## src/rtl/extint_pkg.sv

```systemverilog
// Shared constants and the sense decode for the external interrupt sense controller.
// Assumes byte offsets on a 32-bit register bus.
package extint_pkg;

    localparam int unsigned OFS_REQ   = 32'h000;
    localparam int unsigned OFS_ENCLR = 32'h004;
    localparam int unsigned OFS_ENSET = 32'h008;
    localparam int unsigned OFS_DET   = 32'h100;
    localparam int unsigned OFS_CFG   = 32'h180;

    localparam int SENSE_W = 6;
    typedef logic [SENSE_W-1:0] sense_t;

    localparam sense_t SENSE_LOW  = 6'h01;
    localparam sense_t SENSE_HIGH = 6'h02;
    localparam sense_t SENSE_FALL = 6'h04;
    localparam sense_t SENSE_RISE = 6'h08;
    localparam sense_t SENSE_BOTH = 6'h0C;

    // Returns one when the synchronised sample meets the selected sense condition.
    function automatic logic sense_hit(sense_t mode, logic cur, logic prev);
        case (mode)
            SENSE_LOW:  return ~cur;
            SENSE_HIGH: return cur;
            SENSE_FALL: return prev & ~cur;
            SENSE_RISE: return cur & ~prev;
            SENSE_BOTH: return cur ^ prev;
            default:    return 1'b0;
        endcase
    endfunction

endpackage

```

## src/rtl/extint_sync.sv

```systemverilog
// Multi-stage flop synchroniser for a vector of asynchronous inputs.
// Assumes each bit is independent; no cross-bit coherence is promised.
module extint_sync #(
    parameter int WIDTH  = 32,
    parameter int STAGES = 2
) (
    input  logic             clk,
    input  logic             rst_n,
    input  logic [WIDTH-1:0] din,
    output logic [WIDTH-1:0] dout
);

    logic [STAGES-1:0][WIDTH-1:0] pipe_q;

    // Shift the raw inputs through the synchroniser stages.
    always_ff @(posedge clk) begin
        if (!rst_n) begin
            pipe_q <= '0;
        end else begin
            pipe_q[0] <= din;
            for (int s = 1; s < STAGES; s++) begin
                pipe_q[s] <= pipe_q[s-1];
            end
        end
    end

    assign dout = pipe_q[STAGES-1];

endmodule

```

## src/rtl/extint_line.sv

```systemverilog
// Detector for one interrupt line: keeps the previous synchronised sample and a
// sticky detect bit. Assumes cur is already synchronised to clk.
module extint_line
    import extint_pkg::*;
(
    input  logic   clk,
    input  logic   rst_n,
    input  logic   cur,
    input  sense_t mode,
    input  logic   clr,
    output logic   det
);

    logic prev_q;
    logic hit;

    assign hit = sense_hit(mode, cur, prev_q);

    // Remember the last synchronised sample for edge comparison.
    always_ff @(posedge clk) begin
        if (!rst_n) prev_q <= 1'b0;
        else        prev_q <= cur;
    end

    // Sticky detect bit: a new hit outranks a software clear.
    always_ff @(posedge clk) begin
        if (!rst_n) det <= 1'b0;
        else        det <= hit | (det & ~clr);
    end

endmodule

```

## src/rtl/extint_regs.sv

```systemverilog
// Register file: enable mask with set/clear offsets, per-line sense fields,
// detect clear strobes and combinational readback. Assumes NUM_LINES <= 32.
module extint_regs
    import extint_pkg::*;
#(
    parameter int NUM_LINES = 32,
    parameter int ADDR_W    = 12
) (
    input  logic                  clk,
    input  logic                  rst_n,
    input  logic [ADDR_W-1:0]     bus_addr,
    input  logic                  bus_we,
    input  logic [31:0]           bus_wdata,
    input  logic [NUM_LINES-1:0]  det,
    output logic [31:0]           bus_rdata,
    output logic [NUM_LINES-1:0]  en,
    output logic [NUM_LINES-1:0]  det_clr,
    output sense_t [NUM_LINES-1:0] line_mode
);

    logic hit_req, hit_enclr, hit_enset, hit_det;
    logic [NUM_LINES-1:0] cfg_hit;
    logic [NUM_LINES-1:0] wmask;
    sense_t cfg_q [NUM_LINES];

    assign hit_req   = (bus_addr == ADDR_W'(OFS_REQ));
    assign hit_enclr = (bus_addr == ADDR_W'(OFS_ENCLR));
    assign hit_enset = (bus_addr == ADDR_W'(OFS_ENSET));
    assign hit_det   = (bus_addr == ADDR_W'(OFS_DET));
    assign wmask     = bus_wdata[NUM_LINES-1:0];

    assign det_clr = (bus_we && hit_det) ? wmask : '0;

    // Enable mask: ones in a set write enable, ones in a clear write disable.
    always_ff @(posedge clk) begin
        if (!rst_n)                  en <= '0;
        else if (bus_we && hit_enset) en <= en | wmask;
        else if (bus_we && hit_enclr) en <= en & ~wmask;
    end

    for (genvar n = 0; n < NUM_LINES; n++) begin : g_cfg
        assign cfg_hit[n] = (bus_addr == ADDR_W'(OFS_CFG + 4 * n));

        // Per-line sense field, written only at its own offset.
        always_ff @(posedge clk) begin
            if (!rst_n)                   cfg_q[n] <= '0;
            else if (bus_we && cfg_hit[n]) cfg_q[n] <= bus_wdata[SENSE_W-1:0];
        end

        assign line_mode[n] = cfg_q[n];
    end

    // Combinational readback; unmapped offsets return zero.
    always_comb begin
        bus_rdata = '0;
        if (hit_req)                  bus_rdata[NUM_LINES-1:0] = det & en;
        else if (hit_enclr || hit_enset) bus_rdata[NUM_LINES-1:0] = en;
        else if (hit_det)             bus_rdata[NUM_LINES-1:0] = det;
        else begin
            for (int n = 0; n < NUM_LINES; n++) begin
                if (cfg_hit[n]) bus_rdata[SENSE_W-1:0] = cfg_q[n];
            end
        end
    end

endmodule

```

## src/rtl/extint_sense_ctrl.sv

```systemverilog
// Top of the external interrupt sense controller: synchroniser, one detector per
// line and the register file. Assumes line_in is asynchronous to clk.
module extint_sense_ctrl
    import extint_pkg::*;
#(
    parameter int NUM_LINES   = 32,
    parameter int ADDR_W      = 12,
    parameter int SYNC_STAGES = 2
) (
    input  logic                 clk,
    input  logic                 rst_n,
    input  logic [NUM_LINES-1:0] line_in,
    input  logic [ADDR_W-1:0]    bus_addr,
    input  logic                 bus_we,
    input  logic [31:0]          bus_wdata,
    output logic [31:0]          bus_rdata,
    output logic [NUM_LINES-1:0] line_irq
);

    logic [NUM_LINES-1:0] sync_v;
    logic [NUM_LINES-1:0] det_q;
    logic [NUM_LINES-1:0] en_q;
    logic [NUM_LINES-1:0] clr_v;
    sense_t [NUM_LINES-1:0] mode_v;

    extint_sync #(.WIDTH(NUM_LINES), .STAGES(SYNC_STAGES)) u_sync (
        .clk  (clk),
        .rst_n(rst_n),
        .din  (line_in),
        .dout (sync_v)
    );

    for (genvar n = 0; n < NUM_LINES; n++) begin : g_line
        extint_line u_line (
            .clk  (clk),
            .rst_n(rst_n),
            .cur  (sync_v[n]),
            .mode (mode_v[n]),
            .clr  (clr_v[n]),
            .det  (det_q[n])
        );
    end

    extint_regs #(.NUM_LINES(NUM_LINES), .ADDR_W(ADDR_W)) u_regs (
        .clk      (clk),
        .rst_n    (rst_n),
        .bus_addr (bus_addr),
        .bus_we   (bus_we),
        .bus_wdata(bus_wdata),
        .det      (det_q),
        .bus_rdata(bus_rdata),
        .en       (en_q),
        .det_clr  (clr_v),
        .line_mode(mode_v)
    );

    assign line_irq = det_q & en_q;

endmodule

```

## config.mk

```make
export PLATFORM = sky130hd
export DESIGN_NAME = extint_sense_ctrl
export DESIGN_NICKNAME = d
export VERILOG_FILES = /design/src/rtl/extint_pkg.sv /design/src/rtl/extint_sync.sv /design/src/rtl/extint_line.sv /design/src/rtl/extint_regs.sv /design/src/rtl/extint_sense_ctrl.sv
export SDC_FILE = /design/constraint.sdc
export NUM_CORES = 1
export LEC_CHECK = 0
export BUFFER_PORTS_ARGS = -buffer_cell sky130_fd_sc_hd__buf_4
export CELL_PAD_IN_SITES_DETAIL_PLACEMENT = 0
export CELL_PAD_IN_SITES_GLOBAL_PLACEMENT = 1
export CORE_ASPECT_RATIO = 0.7
export CORE_MARGIN = 2
export CORE_UTILIZATION = 47
export DETAILED_ROUTE_END_ITERATION = 8
export PLACE_DENSITY = 0.84
export SYNTH_ARGS = -nofsm -noshare
export SYNTH_HDL_FRONTEND = slang
export SYNTH_SLANG_ARGS = --single-unit
export TNS_END_PERCENT = 10
```

## constraint.sdc

```tcl
create_clock -name clk -period 3.3 [get_ports clk]
set_clock_uncertainty 0.05 [all_clocks]
set_input_delay 0.165 -clock clk [delete_from_list [all_inputs] [get_ports clk]]
set_output_delay 0.165 -clock clk [all_outputs]
set_load 0.01 [all_outputs]
```

Yosys cells after proc, flatten, opt, wreduce, memory -nomap -nowiden
Memories as Yosys holds them, arrays and structs flattened.
Cells that the tools add are included.
- bits in registers: 160
- bits in writable memories: 192
- input bits: 79
- output and inout bits: 64
- memories: 1
- equal/unequal tests: 195
- multiplexer cells: 200
- bitwise logic cells: 292
- reduce and logical (&&, ||, !) cells: 38
- memories (memory ; words ; width ; read ports ; clocked after Yosys merged registers in ; write ports ; RTL line ; RTL):
    u_regs.cfg_q ; 32 ; 6 ; 32 ; 0 ; 32 ; extint_regs.sv:24 ; sense_t cfg_q [NUM_LINES];
- operator list (kind ; number):
    12-bit by 9-bit equality test with 1-bit output (second input constant) ; 33
    6-bit two-way mux ; 65
    6-bit by 4-bit equality test with 1-bit output (second input constant) ; 64
    6-bit by 1-bit equality test with 1-bit output (second input constant) ; 32
    6-bit by 2-bit equality test with 1-bit output (second input constant) ; 32
    6-bit by 3-bit equality test with 1-bit output (second input constant) ; 32
    32-bit two-way mux ; 5
    1-bit case mux with 5 select lines ; 32
    1-bit two-way mux ; 97
    1-bit bitwise AND ; 96
    1-bit inverter ; 96
    32-bit bitwise AND ; 2
    1-bit bitwise OR ; 64
    1-bit logical AND ; 35
    32-bit inverter ; 1
    32-bit bitwise OR ; 1
    1-bit XOR ; 32
    26-bit two-way mux ; 1
    12-bit by 3-bit equality test with 1-bit output (second input constant) ; 1
    12-bit by 4-bit equality test with 1-bit output (second input constant) ; 1
    12-bit logical NOT ; 1
    2-bit nonzero test ; 1
    1-bit logical OR ; 1

Logic depth before layout (Yosys ltp)
Gate-level depths: netlist (run 1).
- depth after elaboration: 36
- depth in mapped cells: 12
- depth with buffers taken out: 9

Cells and area by module
A second synthesis (run 1) with hierarchy kept.
- cells, all modules: 1935
- area, all modules: 19951.6 sq um
- by module, submodules not included (module ; times used ; cells each ; area an instance (sq um)):
    extint_regs ; 1 ; 1161 ; 11833.8
    extint_line ; 32 ; 18 ; 183.9
    extint_sync ; 1 ; 166 ; 2031.9
    extint_sense_ctrl ; 1 ; 32 ; 200.2

Worst setup path after synthesis (run 1)
Ideal clock, no wire load.
- path type: input-to-reg
- start point: input port bus_addr[9]
- end point: memory u_regs.cfg_q[1][60] (netlist name) (enable)
- data arrival time: 1.951 ns
- required time: 2.873 ns
- slack: 0.922 ns
- stages on the path: 6
- buffers on the path: 2
- cells stage by stage: or4b_1 -> buf_6 -> nor2_2 -> nand2_1 -> clkbuf_1 -> o21ai_0
- RTL lines (element ; RTL line ; RTL):
    start, declared ; extint_sense_ctrl.sv:13 ; input logic [ADDR_W-1:0] bus_addr,
    end, declared ; extint_regs.sv:24 ;

==> flow_summary.toml, run 1 <==
[run_status]
status = "complete, no violations"

[floorplan]
io_pins = 143
dieHeight_um = 167.0
core_area_mm2 = 0.03728
die_w_um = 236.8
die_area_mm2 = 0.03955
start_util_pct = 47.84
row_count = 59

[synth]
synth_top_cell_by_area = "edfxtp_1"
synthTopCellsByCount = "nor2_1 (293), nand2_1 (256), edfxtp_1 (192)"
synth_area_leaders = "edfxtp_1 (32%), dfxtp_1 (18%), nor2_1 (6.2%)"
ys_seq_area_share_pct = 50.28
postSynth.topFlopCell = "edfxtp_1"
yosys.area.top_type_share_pct = 32.33
synth_area_per_cell_um2 = 9.114
yosysMostFrequentCell = "nor2_1"
synthArstFlopShare_pct = 0
ys_types = 68
ys_warn_count = 0
synth_edf_count = 192
ys_seq_elements = 352
synthCells = 1957
synth_area_mm2 = 0.01784
syn-num-nets = 2100

[place]
post-place-ws_ns = 0.2877
post-dp-hpwl_um = 44230
place_area_mm2 = 0.02011
globalplace.congestion = 0.9535
io_buffers = 142

[routing]
drc = 0
wl_um = 61660
wl_per_cell_um = 22.45
vias = 16110
drt_iter0_markers = 1930
ant_nets = 0
firstDrtPassIters = 8
viasPerCell = 5.865

[timing]
finalSetupViolations = 0
timing.fmax_mhz = 315.8
fin_ws_ns = 0.1336
timing.final.crit_share_pct = 95.95
hold_viol_final = 0
tns_ns = 0
worst_pin_slew_ns = 0.9211
min_period_ns = 3.166
rsz0062_at_grt = "no"
maxSlewHeadroom_pct = 38.51
holdWs_ns = 0.007922
drv_slew = 0

[clock_tree]
cts_root_buffer = "clkbuf_16"
cts_tree = "yes"
htreeDepth = 2
clk_path_buf_depth = 3
numCtsBuffers = 37
clock_latency_ns = 0.55
cts.sinks = 352
clkTransAtPathRegs_ns = 0.06

[global_route]
grt_max_degree = 58
grt_pass1_vias = 15130
grt.total_usage_pct = 30.88
grt_pass1_wl_um = 92340
antenna_found_initial = 0
grt_overflow = 0

[finish]
syn_to_final_growth_pct = 23.48
nets = 2374
seq_area_mm2 = 0.008969
diodes = 0
fillCellCount = 3212
multi_input_area_mm2 = 0.008253
fin_area_mm2 = 0.02202
drive_gt1_share_pct = 15.80

[critical_path]
cp-end-kind = "primary output"
cp_max_fo = 4
reg2reg_slack_ns = 1.65
arrival_ns = 2.95
critPathLaunchType = "flip-flop"
critPathKind = "flip-flop to primary output"
r2r_cells = 5
crit_start = "u_regs.cfg_q[0][1]"
worstPathRequired_ns = 3.08
worstReg2RegStart = "u_sync.dout[30]"
timing.rr.end = "g_line[30].u_line.det"
cp-endpoint = "bus_rdata[1]"

[worst_hold_path]
hold_class = "primary input to flip-flop"
whs_path_depth = 3

[power_and_ir_drop]
ir_drop_mv = 0.3102
powerDensity_mw_per_mm2 = 453.9
power_mw = 9.997
power_leakage_nw = 8.378

[run]
drv_cap = 0
-- repair_timing --
item | in CTS | in global routing
setup buffers | 1 | 1
setup endpoints to repair | 1 | 2
hold buffers | 65 | 0
pin swaps | 0 | 1
gates resized for setup | 0 | 8
endpoints found under the hold margin | 86 | 0
-- area by class of cell --
class,instances,area share [%]
clock buffer,55,4.977
clock inverter,12,0.5454
inverter,73,1.244
multi-input combinational,1436,37.47
sequential,352,40.72
tap,488,2.772
timing repair buffer,331,12.27
-- metrics by stage --
stage | util, % | std cells
2_1_floorplan | - | 1957
3_3_place_gp | 53.93 | 2613
3_5_place_dp | 53.93 | 2613
6_report | 59.08 | 2747
4_1_cts | 58.96 | 2746
5_1_grt | 59.08 | 2747
-- state kept, by name, indices dropped and copies added, names as in the netlist, named ones only --
signal / count
u_sync.dout: 32
u_sync.pipe_q: 32
g_line.u_line.det: 32
u_regs.cfg_q: 192
g_line.u_line.prev_q: 32
-- cells in the final DEF (no fill, tap or decap), types with 6 or more instances in the layout --
cell type        n
a211oi_1        35
a21o_1          31
a21oi_1        132
a221oi_1         8
a22o_1          28
a22oi_1         49
a31oi_1          7
a32oi_1          7
and2_1         165
and3_1          21
buf_4          261
clkbuf_1        10
clkbuf_16       39
clkbuf_8         6
dfxtp_1        160
dlygate4sd3_1   65
edfxtp_1       192
ha_1            64
inv_1           71
nand2_1        256
nand2b_1         7
nand3_1         11
nand4_1          8
nor2_1         291
nor2b_1         35
nor3_1          40
o21ai_0         92
o22ai_1         57
-- cell families after synthesis --
group | share of synthesized area, %
AOI/OAI and AO/OA | 17.43
DFF | 50.28
buffers and inverters | 3.830
muxes | 0.8559
adders and majority gates | 4.490
and+or+nand+nor | 23.11
-- worst max-delay path: stages, from the launching register on --
cell and delay (ns):
edfxtp_1 0.46, nor2b_1 0.18, a211oi_1 0.21, o41ai_1 0.09, a22o_1 0.22, a21oi_1 0.21, o31ai_1 0.11, buf_4 0.16
a221oi_1 0.26, o21a_2 0.23, o21ai_2 0.10, buf_4 0.17
-- routing by layer --
| layer | track usage (%) | vias up | wire length [µm] |
|---|---|---|---|
| li1 | - | 7466 | - |
| met1 | 43.51 | 7671 | 26690 |
| met2 | 45.56 | 843 | 25710 |
| met3 | 9.448 | 130 | 7293 |
| met4 | 9.411 | 0 | 1978 |
| met5 | 0 | - | 0 |
-- how the worst min path moves through the flow --
stage | start | endpoint | slack, ns
2_1_floorplan | line_in[0] | u_sync.pipe_q[0] | 0.24
3_3_place_gp | line_in[3] | u_sync.pipe_q[3] | 0.32
3_5_place_dp | line_in[22] | u_sync.pipe_q[22] | 0.33
4_1_cts | bus_wdata[2] | flip-flop | 0.002
5_1_grt | bus_wdata[1] | flip-flop | 0.006
6_report | bus_wdata[1] | flip-flop | 0.008
-- power by group --
part	switching [mW]	internal (mW)	total, mW
combinational	0.423	0.337	0.759
sequential	0.218	4.79	5.01
clock	1.76	2.46	4.22
(Power assumes the default switching activity.)
==> run 2: changes to the inputs <==
Settings changed: CELL_PAD_IN_SITES_DETAIL_PLACEMENT 0 to 1.
==> run 2 against run 1 <==
- wire length is 19% higher
- sequential cell count stayed put
- fmax down 2.6%
- non-clock buffer count increased by 6
- die area is the same
- clock power increased by 4%
- critical path type unchanged
- largest cell class unchanged
- highest routed layer is now met5
==> flow_summary.toml, run 2 (synthesis gave the netlist of run 1 again) <==
[run_status]
status = "complete, no violations"

[routing]
drc = 0
wl_per_cell_um = 26.72
drt_iter0_markers = 2409
wl_um = 73600
firstDrtPassIters = 8
vias = 17250
viasPerCell = 6.264
ant_nets = 0

[place]
dpl.cell_count = 2613
globalplace.congestion = 0.9535
io_buffers = 142
post-dp-hpwl_um = 50070
post-place-ws_ns = 0.1676

[run]
drv_cap = 0

[clock_tree]
clock_latency_ns = 0.56
htreeDepth = 2
cts_tree = "yes"
cts_root_buffer = "clkbuf_16"
clkTransAtPathRegs_ns = 0.06
clk_path_buf_depth = 3
numCtsBuffers = 37
cts.sinks = 352

[timing]
fin_ws_ns = 0.04912
hold_viol_final = 0
drv_slew = 0
worst_pin_slew_ns = 0.9433
timing.final.crit_share_pct = 98.51
timing.fmax_mhz = 307.6
maxSlewHeadroom_pct = 37.02
min_period_ns = 3.251
finalSetupViolations = 0

[global_route]
grt_pass1_vias = 18000
grt_pass1_wl_um = 109500
grt_max_degree = 58
grt_overflow = 0
antenna_found_initial = 4
grt.total_usage_pct = 36.66

[critical_path]
critPathLaunchType = "flip-flop"
worstReg2RegStart = "u_sync.dout[0]"
crit_start = "u_regs.cfg_q[0][8]"
critPathKind = "flip-flop to primary output"
cp-end-kind = "primary output"
worstPathRequired_ns = 3.08
arrival_ns = 3.04
cp_max_fo = 3

[floorplan]
die_area_mm2 = 0.03955
start_util_pct = 47.84
die_w_um = 236.8
core_area_mm2 = 0.03728
row_count = 59
io_pins = 143
dieHeight_um = 167.0

[worst_hold_path]
min-delay-start = "rst_n"
hold_class = "primary input to flip-flop"

[finish]
drive_gt1_share_pct = 16.38
largest_reg_flops = 192
stdcell_count = 2754
mostFrequentLayoutCells = "nor2_1 (291), buf_4 (268), nand2_1 (256)"
nets = 2380
largest_register = "u_regs.cfg_q"
syn_to_final_growth_pct = 23.95
layout_commonest_cell = "nor2_1"

[power_and_ir_drop]
power_mw = 10.24
power_leakage_nw = 8.419
ir_drop_mv = 0.4331
powerDensity_mw_per_mm2 = 463.4
-- run 2: layout make-up --
cell class / count / area (µm²)
Antenna cell: 1 / 2.502
Clock buffer: 49 / 1076
Clock inverter: 18 / 173.9
Fill cell: 4203 / 15170
Inverter: 73 / 274.0
Multi-Input combinational cell: 1436 / 8258
Sequential cell: 352 / 8969
Tap cell: 488 / 610.6
Timing Repair Buffer: 337 / 2744
-- run 2: final timing paths --
path | to | slack (ns) | depth (start not counted)
min reg2reg | u_sync.dout[6] | 0.38 | 1
min | g_line[7].u_line.det | 0.03 | 2
max reg2reg | g_line[0].u_line.det | 1.54 | 5
max | bus_rdata[2] | 0.05 | 10
-- run 2: critical path: stages (launching register included) --
cell,delay (ns)
edfxtp_1,0.48
mux4_2,0.53
a32oi_2,0.25
a221oi_2,0.05
o32ai_1,0.15
buf_4,0.16
o2111ai_1,0.16
a21oi_2,0.21
or4_4,0.16
nand3_2,0.14
buf_6,0.20
-- run 2: what timing repair did --
| item | in CTS | in global routing |
|---|---|---|
| buffers inserted | 1 | 8 |
| setup endpoints to repair | 2 | 3 |
| endpoints found under the hold margin | 83 | 0 |
| gates resized for setup | 1 | 9 |
| hold buffers | 64 | 0 |
| pin swaps | 0 | 2 |
-- run 2: power by group --
part | total [mW] | internal (mW) | switching (mW)
clock network | 4.39 | 2.48 | 1.91
logic | 0.817 | 0.344 | 0.473
registers | 5.03 | 4.79 | 0.239
-- run 2: stage by stage --
| stage | instance area (µm²) | hold slack [ns] | setup TNS (ns) | util [%] |
|---|---|---|---|---|
| floorplan | 17840 | 0.2423 | 0 | - |
| finish | 22110 | 0.02632 | 0 | 59.30 |
| detailed placement | 20110 | 0.3267 | 0 | 53.93 |
| global route | 22110 | 0.03033 | -0.02449 | 59.30 |
| global placement | 20110 | 0.3226 | 0 | 53.93 |
| CTS | 22000 | 0.001664 | -0.002380 | 59.03 |
-- run 2: metal layers --
layer | routed length, µm | part of all wire, % | vias to the layer above | GRT usage, %
li1 | - | - | 7467 | -
met1 | 29070 | 39 | 8536 | 47.68
met2 | 32920 | 45 | 1037 | 57.86
met3 | 8460 | 11 | 210 | 10.06
met4 | 3142 | 4.3 | 2 | 15.19
met5 | 9 | 0.012 | - | 0
==> run 3: changes to the inputs <==
Settings changed: CORE_UTILIZATION 47 to 42, PLACE_DENSITY 0.84 to 0.79.
Clock period 3.3 ns to 2.96 ns, I/O delays scaled along.
==> run 3 against run 2 <==
- the flow now finishes with violations (negative setup slack)
- clock-buffer cell count is 3 higher
- critical endpoint is now bus_rdata[1]
- sequential cell count stayed put
- global-route usage is 5.0 points lower
==> flow_summary.toml, run 3 (synthesis gave the netlist of run 1 again) <==
[finish]
largest_reg_flops = 192
finish.utilization_pct = 54.64
mostFrequentLayoutCells = "buf_4 (312), nor2_1 (290), nand2_1 (256)"
drive_gt1_share_pct = 18.96
syn_to_final_growth_pct = 28.96
fillCellCount = 4790
nets = 2442
largest_register = "u_regs.cfg_q"
fin_area_mm2 = 0.02300
layout_commonest_cell = "buf_4"

[global_route]
grt_pass1_wl_um = 106400
antenna_found_initial = 7
grt_max_degree = 71
grt_overflow = 0
grt.total_usage_pct = 31.68
grt_pass1_vias = 17480

[run]
drv_cap = 0

[floorplan]
io_pins = 143
core_area_mm2 = 0.04209
dieHeight_um = 176.4
row_count = 63
die_w_um = 250.3
die_area_mm2 = 0.04416
start_util_pct = 42.37

[critical_path]
cp_max_fo = 3
cp-end-kind = "primary output"
arrival_ns = 2.84
critPathKind = "flip-flop to primary output"
critPathLaunchType = "flip-flop"
worstPathRequired_ns = 2.76
r2r_cells = 5

[routing]
viasPerCell = 5.941
wl_um = 70810
drc = 0
vias = 17150
firstDrtPassIters = 6
ant_nets = 0
wl_per_cell_um = 24.53
drt_iter0_markers = 1696

[clock_tree]
cts_tree = "yes"
cts.sinks = 352
clk_path_buf_depth = 3
cts_root_buffer = "clkbuf_16"
clock_latency_ns = 0.56
clkTransAtPathRegs_ns = 0.06
htreeDepth = 2
numCtsBuffers = 40

[timing]
min_period_ns = 3.042
tns_ns = -0.2109
hold_viol_final = 0
holdWs_ns = 0.2257
maxSlewHeadroom_pct = 49.73
drv_slew = 0
timing.final.crit_share_pct = 102.8
rsz0062_at_grt = "yes"
worst_pin_slew_ns = 0.7540
finalSetupViolations = 3
fin_ws_ns = -0.08233
timing.fmax_mhz = 328.7

[place]
io_buffers = 142
post-dp-hpwl_um = 50310
globalplace.congestion = 0.9459
place_area_mm2 = 0.02055
post-place-ws_ns = -0.1848

[power_and_ir_drop]
ir_drop_mv = 0.4003
powerDensity_mw_per_mm2 = 519.7
power_leakage_nw = 8.843

[worst_hold_path]
hold_class = "primary input to flip-flop"
whs_path_depth = 4

[run_status]
violations = "negative setup slack"
status = "finished with violations"
==> run 3: cell count changes in the layout (fill, tap and decap cells not counted), sizes merged <==
cell         previous run  this run
clkinvlp                4         2
bufinv                  2         5
dlygate4sd3            64        76
buf                   273       320
clkbuf                 49        52
diode                   1         4
clkinv                 10        14
inv                    75        74
==> run 3: final timing paths <==
check                           from                     to  slack [ns]
setup / recovery  u_regs.cfg_q[0][1]           bus_rdata[1]       -0.08
hold / removal                bus_we    u_regs.cfg_q[0][10]        0.23
setup reg to reg     u_sync.dout[14]  g_line[14].u_line.det        1.21
hold reg to reg    u_sync.pipe_q[27]        u_sync.dout[27]        0.38
==> run 3: layer usage <==
metal  routed length (µm)  GRT usage [%]
met1                30310          43.37
met2                32080          50.64
met3                 5974          5.587
met4                 2443          11.35
met5                    0              0
==> run 3: area by class of cell <==
class / count / area, µm² / area share (%)
inverters: 73 / 274.0 / 1.191
multi-input cells: 1436 / 8384 / 36.45
repair buffers: 396 / 3237 / 14.07
flip-flops and latches: 352 / 8969 / 38.99
diodes: 4 / 10.01 / 0.04352
clock buffers: 52 / 1182 / 5.141
clock inverters: 22 / 254.0 / 1.104
well taps: 552 / 690.7 / 3.003
==> run 3: timing repair <==
item / in CTS / in global routing
pin swaps: 10 / 13
gates cloned: 0 / 0
endpoints found under the setup margin: 5 / 7
hold endpoints to repair: 105 / 0
setup buffers: 8 / 2
resized for setup: 25 / 13
hold buffers: 76 / 0
==> run 3: where the power goes <==
group / switching (mW) / internal (mW) / total (mW)
clock network: 2.14 / 3.27 / 5.42
registers: 0.252 / 5.35 / 5.60
logic: 0.521 / 0.419 / 0.940
==> run 3: stage by stage <==
stage,cells,power (mW)
detailed placement,2724,6.502
global placement,2724,6.451
finish,2887,11.95
floorplan,1957,6.001
global route,2886,12.29
CTS,2881,11.97
==> run 3: worst max-delay path: stages, from the launching register on <==
cell	delay [ns]
edfxtp_1	0.44
nor2b_1	0.17
a211oi_2	0.23
o41ai_2	0.10
a22o_1	0.21
a21oi_2	0.21
o31ai_2	0.10
a221oi_2	0.31
o21a_2	0.23
o21ai_2	0.10
buf_4	0.17
